===== config.mk =====
export PLATFORM = sky130hd
export DESIGN_NAME = xcvr_irq_status
export DESIGN_NICKNAME = d
export VERILOG_FILES = /design/src/rtl/xirq_pkg.sv /design/src/rtl/xirq_fifo_cross.sv /design/src/rtl/xirq_noresp_timer.sv /design/src/rtl/xirq_flag_bank.sv /design/src/rtl/xcvr_irq_status.sv
export SDC_FILE = /design/constraint.sdc
export NUM_CORES = 1
export LEC_CHECK = 0
export BUFFER_PORTS_ARGS = -buffer_cell sky130_fd_sc_hd__buf_2
export CORE_AREA = 2 2 59 66
export DETAILED_ROUTE_END_ITERATION = 10
export DIE_AREA = 0 0 61 68
export MAX_ROUTING_LAYER = met4
export PLACE_DENSITY_LB_ADDON = 0.25
export REMOVE_ABC_BUFFERS = 1
export SETUP_SLACK_MARGIN = 0.15
export SLEW_MARGIN = 20
export SYNTH_ARGS = -nofsm -noshare
export SYNTH_HDL_FRONTEND = slang
export SYNTH_SLANG_ARGS = --single-unit

===== constraint.sdc =====
create_clock -name clk -period 2.5 [get_ports clk]
set_clock_uncertainty 0.15 [all_clocks]
set_input_delay 0.125 -clock clk [delete_from_list [all_inputs] [get_ports clk]]
set_output_delay 0.125 -clock clk [all_outputs]
set_load 0.02 [all_outputs]

===== src/rtl/xirq_pkg.sv =====
// Package: bit positions of the interrupt cause register and fixed
// constants shared by the interrupt status block and its helpers.
package xirq_pkg;
    localparam int CAUSE_W    = 8;
    localparam int B_TX       = 7;
    localparam int B_RX       = 6;
    localparam int B_FIFO     = 5;
    localparam int B_CRC      = 4;
    localparam int B_PARITY   = 3;
    localparam int B_FRAME    = 2;
    localparam int B_COLL     = 1;
    localparam int B_NORESP   = 0;
    localparam int COLL_THR_A = 6;
    localparam int COLL_THR_B = 7;

    typedef logic [CAUSE_W-1:0] cause_t;
endpackage


===== src/rtl/xirq_fifo_cross.sv =====
// FIFO threshold crossing detector.
// Emits a one-cycle event when the fill level reaches the upper
// threshold from below, or falls to the lower threshold from above.
// Assumes the level input is synchronous to clk.
module xirq_fifo_cross #(
    parameter int LW = 5
) (
    input  logic          clk,
    input  logic          rst_n,
    input  logic [LW-1:0] level,
    input  logic [LW-1:0] hi_thr,
    input  logic [LW-1:0] lo_thr,
    output logic          cross_evt
);
    logic [LW-1:0] prev_level;

    // Remember the level seen at the previous edge.
    always_ff @(posedge clk) begin
        if (!rst_n) prev_level <= '0;
        else        prev_level <= level;
    end

    // Crossing in either direction gives the event.
    always_comb begin
        cross_evt = ((prev_level < hi_thr) && (level >= hi_thr)) ||
                    ((prev_level > lo_thr) && (level <= lo_thr));
    end


    fifo_steady_once_chk: assert property (@(posedge clk) disable iff (!rst_n)
        cross_evt |=> (!cross_evt || (level != $past(level))));
endmodule


===== src/rtl/xirq_noresp_timer.sv =====
// No-response timer.
// Loads the timeout on end of transmission (when enabled) and counts it
// down in prescaled ticks. A receive start cancels it. The expire output
// is a one-cycle pulse on the tick that ends the timeout. A timeout of
// 0 behaves as 1 tick. Assumes PRESCALE >= 2.
module xirq_noresp_timer #(
    parameter int TW       = 8,
    parameter int PRESCALE = 8
) (
    input  logic          clk,
    input  logic          rst_n,
    input  logic          enable,
    input  logic          load,
    input  logic          cancel,
    input  logic [TW-1:0] timeout,
    output logic          expire
);
    localparam int PW = (PRESCALE > 1) ? $clog2(PRESCALE) : 1;
    localparam logic [PW-1:0] PRE_LAST = PW'(PRESCALE - 1);

    logic [PW-1:0] pre_cnt;
    logic [TW-1:0] ticks_left;
    logic          armed;
    logic          tick;
    logic          start;

    // Decode tick and start conditions.
    always_comb begin
        tick   = (pre_cnt == PRE_LAST);
        start  = load && enable;
        expire = armed && tick && (ticks_left <= TW'(1)) && !cancel && !start;
    end

    // Arm, count down and disarm the timeout.
    always_ff @(posedge clk) begin
        if (!rst_n) begin
            armed      <= 1'b0;
            pre_cnt    <= '0;
            ticks_left <= '0;
        end else if (cancel) begin
            armed <= 1'b0;
        end else if (start) begin
            armed      <= 1'b1;
            pre_cnt    <= '0;
            ticks_left <= timeout;
        end else if (armed) begin
            pre_cnt <= tick ? '0 : pre_cnt + PW'(1);
            if (tick) begin
                if (ticks_left <= TW'(1)) armed <= 1'b0;
                else                      ticks_left <= ticks_left - TW'(1);
            end
        end
    end


    cancel_disarms_chk: assert property (@(posedge clk) disable iff (!rst_n)
        cancel |=> !armed);

    expire_once_chk: assert property (@(posedge clk) disable iff (!rst_n)
        expire |=> !expire);
endmodule


===== src/rtl/xirq_flag_bank.sv =====
// Cause register and interrupt line.
// Merges new event bits into the register, clears it on a host read
// (events on the read edge survive), and decides when the interrupt
// line rises: frame bits wait for their frame-end pulse, all other
// bits raise it at once.
module xirq_flag_bank
    import xirq_pkg::*;
(
    input  logic   clk,
    input  logic   rst_n,
    input  cause_t set_vec,
    input  logic   tx_end,
    input  logic   rx_end,
    input  logic   rd_stb,
    output cause_t flags,
    output logic   irq
);
    cause_t flags_nxt;
    logic   raise;

    // Next register value and interrupt raise condition.
    always_comb begin
        flags_nxt = (rd_stb ? '0 : flags) | set_vec;
        raise     = (|set_vec[B_FIFO:B_NORESP]) ||
                    (tx_end && flags_nxt[B_TX]) ||
                    (rx_end && flags_nxt[B_RX]);
    end

    // Update the register and interrupt line.
    always_ff @(posedge clk) begin
        if (!rst_n) begin
            flags <= '0;
            irq   <= 1'b0;
        end else begin
            flags <= flags_nxt;
            irq   <= (rd_stb ? 1'b0 : irq) | raise;
        end
    end


    read_clears_chk: assert property (@(posedge clk) disable iff (!rst_n)
        (rd_stb && (set_vec == '0)) |=> ((flags == '0) && !irq));

    frame_bits_defer_chk: assert property (@(posedge clk) disable iff (!rst_n)
        (!irq && !tx_end && !rx_end && (set_vec[B_FIFO:B_NORESP] == '0)) |=> !irq);

    irq_has_cause_chk: assert property (@(posedge clk) disable iff (!rst_n)
        irq |-> (flags != '0));
endmodule


===== src/rtl/xcvr_irq_status.sv =====
// Transceiver interrupt status block (top).
// Qualifies the raw event pulses (CRC mask, collision threshold, FIFO
// crossing, no-response timeout), feeds them to the cause register and
// presents the register on a read strobe. All inputs are synchronous
// single-cycle pulses or levels on clk.
module xcvr_irq_status
    import xirq_pkg::*;
#(
    parameter int LW       = 5,
    parameter int CW       = 3,
    parameter int TW       = 8,
    parameter int PRESCALE = 8
) (
    input  logic          clk,
    input  logic          rst_n,
    input  logic          tx_start,
    input  logic          tx_end,
    input  logic          rx_sof,
    input  logic          rx_end,
    input  logic [LW-1:0] fifo_level,
    input  logic [LW-1:0] fifo_hi_thr,
    input  logic [LW-1:0] fifo_lo_thr,
    input  logic          crc_err,
    input  logic          crc_ignore,
    input  logic          parity_err,
    input  logic          frame_err,
    input  logic          coll_strobe,
    input  logic [CW-1:0] coll_cnt,
    input  logic          coll_sel,
    input  logic          vicinity_mode,
    input  logic [TW-1:0] noresp_time,
    input  logic          rd_stb,
    output logic [7:0]    rd_data,
    output logic          irq
);
    logic   fifo_evt;
    logic   noresp_evt;
    logic   coll_evt;
    cause_t set_vec;
    cause_t flags;

    xirq_fifo_cross #(.LW(LW)) u_fifo (
        .clk       (clk),
        .rst_n     (rst_n),
        .level     (fifo_level),
        .hi_thr    (fifo_hi_thr),
        .lo_thr    (fifo_lo_thr),
        .cross_evt (fifo_evt)
    );

    xirq_noresp_timer #(.TW(TW), .PRESCALE(PRESCALE)) u_timer (
        .clk     (clk),
        .rst_n   (rst_n),
        .enable  (vicinity_mode),
        .load    (tx_end),
        .cancel  (rx_sof),
        .timeout (noresp_time),
        .expire  (noresp_evt)
    );

    // Qualify raw events and assemble the set vector.
    always_comb begin
        coll_evt = coll_strobe &&
                   (coll_cnt >= (coll_sel ? CW'(COLL_THR_B) : CW'(COLL_THR_A)));
        set_vec           = '0;
        set_vec[B_TX]     = tx_start;
        set_vec[B_RX]     = rx_sof;
        set_vec[B_FIFO]   = fifo_evt;
        set_vec[B_CRC]    = crc_err && !crc_ignore;
        set_vec[B_PARITY] = parity_err;
        set_vec[B_FRAME]  = frame_err;
        set_vec[B_COLL]   = coll_evt;
        set_vec[B_NORESP] = noresp_evt;
    end

    xirq_flag_bank u_bank (
        .clk     (clk),
        .rst_n   (rst_n),
        .set_vec (set_vec),
        .tx_end  (tx_end),
        .rx_end  (rx_end),
        .rd_stb  (rd_stb),
        .flags   (flags),
        .irq     (irq)
    );

    // Present the register only while the host reads.
    always_comb rd_data = rd_stb ? flags : 8'h00;


    crc_mask_chk: assert property (@(posedge clk) disable iff (!rst_n)
        (crc_ignore && !flags[B_CRC]) |=> !flags[B_CRC]);

    noresp_mode_chk: assert property (@(posedge clk) disable iff (!rst_n)
        (!vicinity_mode && !flags[B_NORESP] && !$past(vicinity_mode)) |=> !flags[B_NORESP]);
endmodule


Word-level counts from Yosys, hierarchy flattened
Cells that the tools add are included.
Widths: inputs -> output; s select.
- bitwise logic cells: 4
- $add $sub $neg: 2
- reduce and logical (&&, ||, !) cells: 23
- equality and inequality tests: 2
- muxes and demuxes: 15
- order comparisons: 6
- operators with widths (operator ; number):
    $mux 8 ; 6
    $logic_and 1x1->1 ; 11
    $mux 3 ; 3
    $le 8x1->1 const B ; 1
    $or 8x8->8 ; 1
    $sub 8x1->8 const B ; 1
    $mux 1 ; 6
    $reduce_or 6->1 ; 1
    $ge 5x5->1 ; 1
    $gt 5x5->1 ; 1
    $le 5x5->1 ; 1
    $lt 5x5->1 ; 1
    $reduce_and 4->1 ; 1
    $reduce_bool 2->1 ; 2
    $add 3x1->3 const B ; 1
    $eq 3x3->1 const B ; 1
    $ge 3x3->1 ; 1
    $logic_not 1->1 ; 3
    $logic_or 1x1->1 ; 3
    $ne 2x1->1 const B ; 1
    $not 1->1 ; 2
    $reduce_and 2->1 ; 1
    $reduce_or 2->1 ; 1
    $or 1x1->1 ; 1
- output and inout port bits: 9
- register bits: 26

Longest topological paths before layout
- depth after elaboration: 10
- gate-level depth with buffers: 8
- gate-level depth less buffers: 7

Hierarchy
A second synthesis with hierarchy kept.
- cells, all modules: 206
- area, all modules: 1765.4 sq um
- by module, submodules not included (module ; cells each ; times used ; area an instance (sq um) ; sequential area each (sq um)):
    xirq_noresp_timer ; 96 ; 1 ; 777.0 ; 240.2
    xirq_fifo_cross ; 66 ; 1 ; 573.0 ; 100.1
    xirq_flag_bank ; 30 ; 1 ; 329.1 ; 180.2
    xcvr_irq_status ; 14 ; 1 ; 86.3 ; 0.0

Worst setup path before layout
OpenSTA, ideal clock, no wires.
- kind: register to register
- start point: reg u_timer.ticks_left[0]
- end point: reg u_timer.ticks_left[4]
- path buffers: 0
- library setup time: 0.121 ns
- stages on the path, launching flop included: 8
- setup slack: 0.607 ns
- arrival: 1.622 ns
- clock period less this slack: 1.893 ns
- data required time: 2.229 ns
- cells stage by stage: dfxtp_1 > inv_1 > ha_1 > nor2_1 > and3b_4 > or4b_1 > a21oi_1 > o22ai_1
- longest elaborated chain between the ends: 5
- elaborated cells on any way between the ends: 8
- ends and longest elaborated chain (element ; RTL line ; text):
    start, declared ; xirq_noresp_timer.sv:22 ; logic [TW-1:0] ticks_left;
    start signal, assigned ; xirq_noresp_timer.sv:45 ; ticks_left <= timeout;
    start signal, assigned ; xirq_noresp_timer.sv:50 ; else ticks_left <= ticks_left - TW'(1);
    $sub 8x1->8 ; xirq_noresp_timer.sv:50 ;
    $mux 8 ; xirq_noresp_timer.sv:49 ; if (ticks_left <= TW'(1)) armed <= 1'b0;
    $mux 8 ; xirq_noresp_timer.sv:48 ; if (tick) begin
    $mux 8 ; xirq_noresp_timer.sv:46 ; end else if (armed) begin
    $mux 8 ; xirq_noresp_timer.sv:42 ; end else if (start) begin
Several ways; a longest one is shown, not always the timed one. The select of a mux whose other input is x is not followed.
A chain may end at the register's enable or synchronous reset.

Final worst setup path
Ends and elaborated chain as after synthesis.

==> impl_metrics.json <==
{
  "synth_area_per_cell_sq_um": 8.65,
  "syn-cell-area_sq_mm": 0.00176,
  "initial_core_util_pct": 49.6,
  "nets": 323,
  "synth_compound_area_share_pct": 23.1,
  "die_w_microns": 61,
  "maxCapViolCount": 0,
  "final_cell_mix": "buf_2, dfxtp_1, ha_1",
  "grt_overflow": 0,
  "start_kind": "register",
  "fmax_mhz": 492,
  "synth-edff-count": 0,
  "violations": "negative hold slack",
  "end_kind": "register",
  "diodes": 0,
  "grt_max_degree": 28,
  "p_leak_nw": 1.02,
  "grt_pass1_wl_microns": 5830,
  "io_pins": 49,
  "insertion_delay_ps": 270,
  "wl_per_cell_microns": 12.0,
  "drive_gt1_share_pct": 22.5,
  "seqCellArea_sq_um": 520,
  "cts_sinks": 26,
  "fin_crit_sh_pct": 81.3,
  "p_sw_mw": 0.271,
  "drtIter0Drc": 41,
  "grt_pass1_vias": 1360,
  "final_max_slew_viol_count": 0,
  "vias": 1631,
  "dp_hpwl_microns": 2780,
  "synth_top_family_by_area": "simple AND/OR/NAND/NOR gates",
  "clockRootBuffer": "clkbuf_8",
  "synth-main-ff-cell": "dfxtp_1",
  "cellPowerDensity_mw_per_mm2": 445,
  "synth-simple-area-share_pct": 24.1,
  "final-hold-violation-count": 1,
  "status": "finished, violations left",
  "die-area_sq_mm": 0.00415,
  "pwr-share-clk_pct": 28.4,
  "async_reset_ff_share_pct": 0,
  "firstDrtPassIters": 4,
  "crit_arrival_ps": 2050,
  "cp.required_ps": 2510,
  "grt_usage_pct": 19.0,
  "core_area_sq_mm": 0.00354,
  "route.detailed.drc": 0,
  "rsz0062_at_grt": "no",
  "synth_seq_cells": 26,
  "swShare_pct": 28.1,
  "p_seq_share_pct": 46.5,
  "vias_per_cell": 5.30,
  "final_common_cell": "buf_2",
  "synth_xor_area_share_pct": 0,
  "row_count": 23,
  "syn2layout_area_growth_pct": 23.6,
  "top_layer": "met4",
  "setup_viol": 0,
  "wl_met1_microns": 1660,
  "drt_wl_total_microns": 3700,
  "layout.cells.non_filler": 308,
  "port_buffers": 48,
  "yosysSeqAreaShare_pct": 29.6,
  "intPower_mw": 0.695,
  "cts.htree.levels": 1,
  "ant_nets": 0,
  "post-route-min-period_ps": 2030,
  "wl_met3_microns": 100,
  "die_height_microns": 68,
  "fill_cells": 333,
  "tightest_slew_ps": 705,
  "routed-wl-met2_microns": 1880,
  "numCtsBuffers": 3,
  "maxSlewHeadroom_pct": 52.6,
  "critPathKind": "register to register",
  "hp-class": "input port to register",
  "crit_path_max_fanout": 4,
  "holdWs_ps": -5.80,
  "synth_cells": 203,
  "power_frac_comb_pct": 25.1,
  "place_inst": 294,
  "tns_ps": 0,
  "synth.area.mux_share_pct": 0,
  "peakVddDrop_mv": 0.296,
  "multi_input_area_sq_mm": 0.00113,
  "cts_buffer_depth": 2,
  "antenna_found_initial": 0,
  "synth_cell_types": 49,
  "cts_tree": "yes",
  "yosysWarnings": 0,
  "cts.reportedPaths.clkPinSlew_ps": 90,
  "place.gp.congestion": 0.837,
  "synthAdderAreaFrac_pct": 17.1
}
per-layer routing:
| layer | global-route usage, % | vias up |
|---|---|---|
| li1 | - | 845 |
| met1 | 23.0 | 751 |
| met2 | 32.1 | 29 |
| met3 | 2.46 | 6 |
| met4 | 7.07 | 0 |
| met5 | - | - |
per-stage QoR:
stage	util (%)	area (sq um)	worst slack, ps	total power [mW]
6_report	61.3	2170	468	0.966
5_1_grt	61.3	2170	266	1.03
4_1_cts	61.3	2170	472	0.975
3_5_place_dp	56.9	2020	485	0.690
3_3_place_gp	56.9	2020	524	0.685
2_1_floorplan	-	1710	607	0.608
worst paths after layout:
path,startpoint,end,slack [ps],depth (start not counted)
max reg2reg,u_timer.ticks_left[0],u_timer.ticks_left[4],470,7
min reg2reg,u_bank.flags[4],u_bank.flags[4],320,2
max,u_timer.ticks_left[0],u_timer.ticks_left[4],470,7
min,crc_ignore,u_bank.flags[4],-6,3
cell usage after synthesis, drive strengths merged, types with 4 or more instances:
cell,n,area [sq um]
nand2,12,45.0
a22oi,4,30.0
o21ai,9,45.0
ha,24,300
buf,4,32.5
nand2b,6,37.5
o21a,4,30.0
nor2b,10,62.6
inv,16,60.1
nor2,11,41.3
and2,14,87.6
dfxtp,26,521
a21oi,14,70.1
repair_timing:
item | 4_1_cts | 5_1_grt
hold buffers | 10 | 0
buffers inserted | 0 | 0
endpoints found under the hold margin | 10 | 0
gates resized for setup | 0 | 0
layout make-up:
class                      instances  area share (%)
multi-input combinational        153            52.0
inverter                          17            2.94
clock buffer                       4            2.54
tap                               50            2.88
sequential                        26            24.0
timing repair buffer              58            15.7
flip-flops by register name, summed over array words and instances (netlist names):
signal              count
u_bank.irq              1
u_timer.pre_cnt         3
u_timer.ticks_left      8
u_timer.armed           1
u_bank.flags            8
u_fifo.prev_level       5
kinds of logic after synthesis:
logic type	Yosys count
buffers and inverters	24
and+or+nand+nor	72
DFF	26
adders and majority gates	24
AOI/OAI and AO/OA	57
worst max-delay path: stages (launching register included):
cell and delay [ps]:
dfxtp_1 370, inv_1 80, ha_1 240, nor2_1 120
and3b_4 220, or4b_1 490, a21oi_1 160, o22ai_1 100
power by group through the flow:
stage               combinational, mW  clock (mW)  sequential (mW)
detailed placement              0.232           0            0.459
finish                          0.243       0.274            0.449
global placement                0.226           0            0.458
CTS                             0.245       0.282            0.449
floorplan                       0.151           0            0.457
global route                    0.277       0.299            0.452
Note: power is estimated with default switching activity, not from simulation.
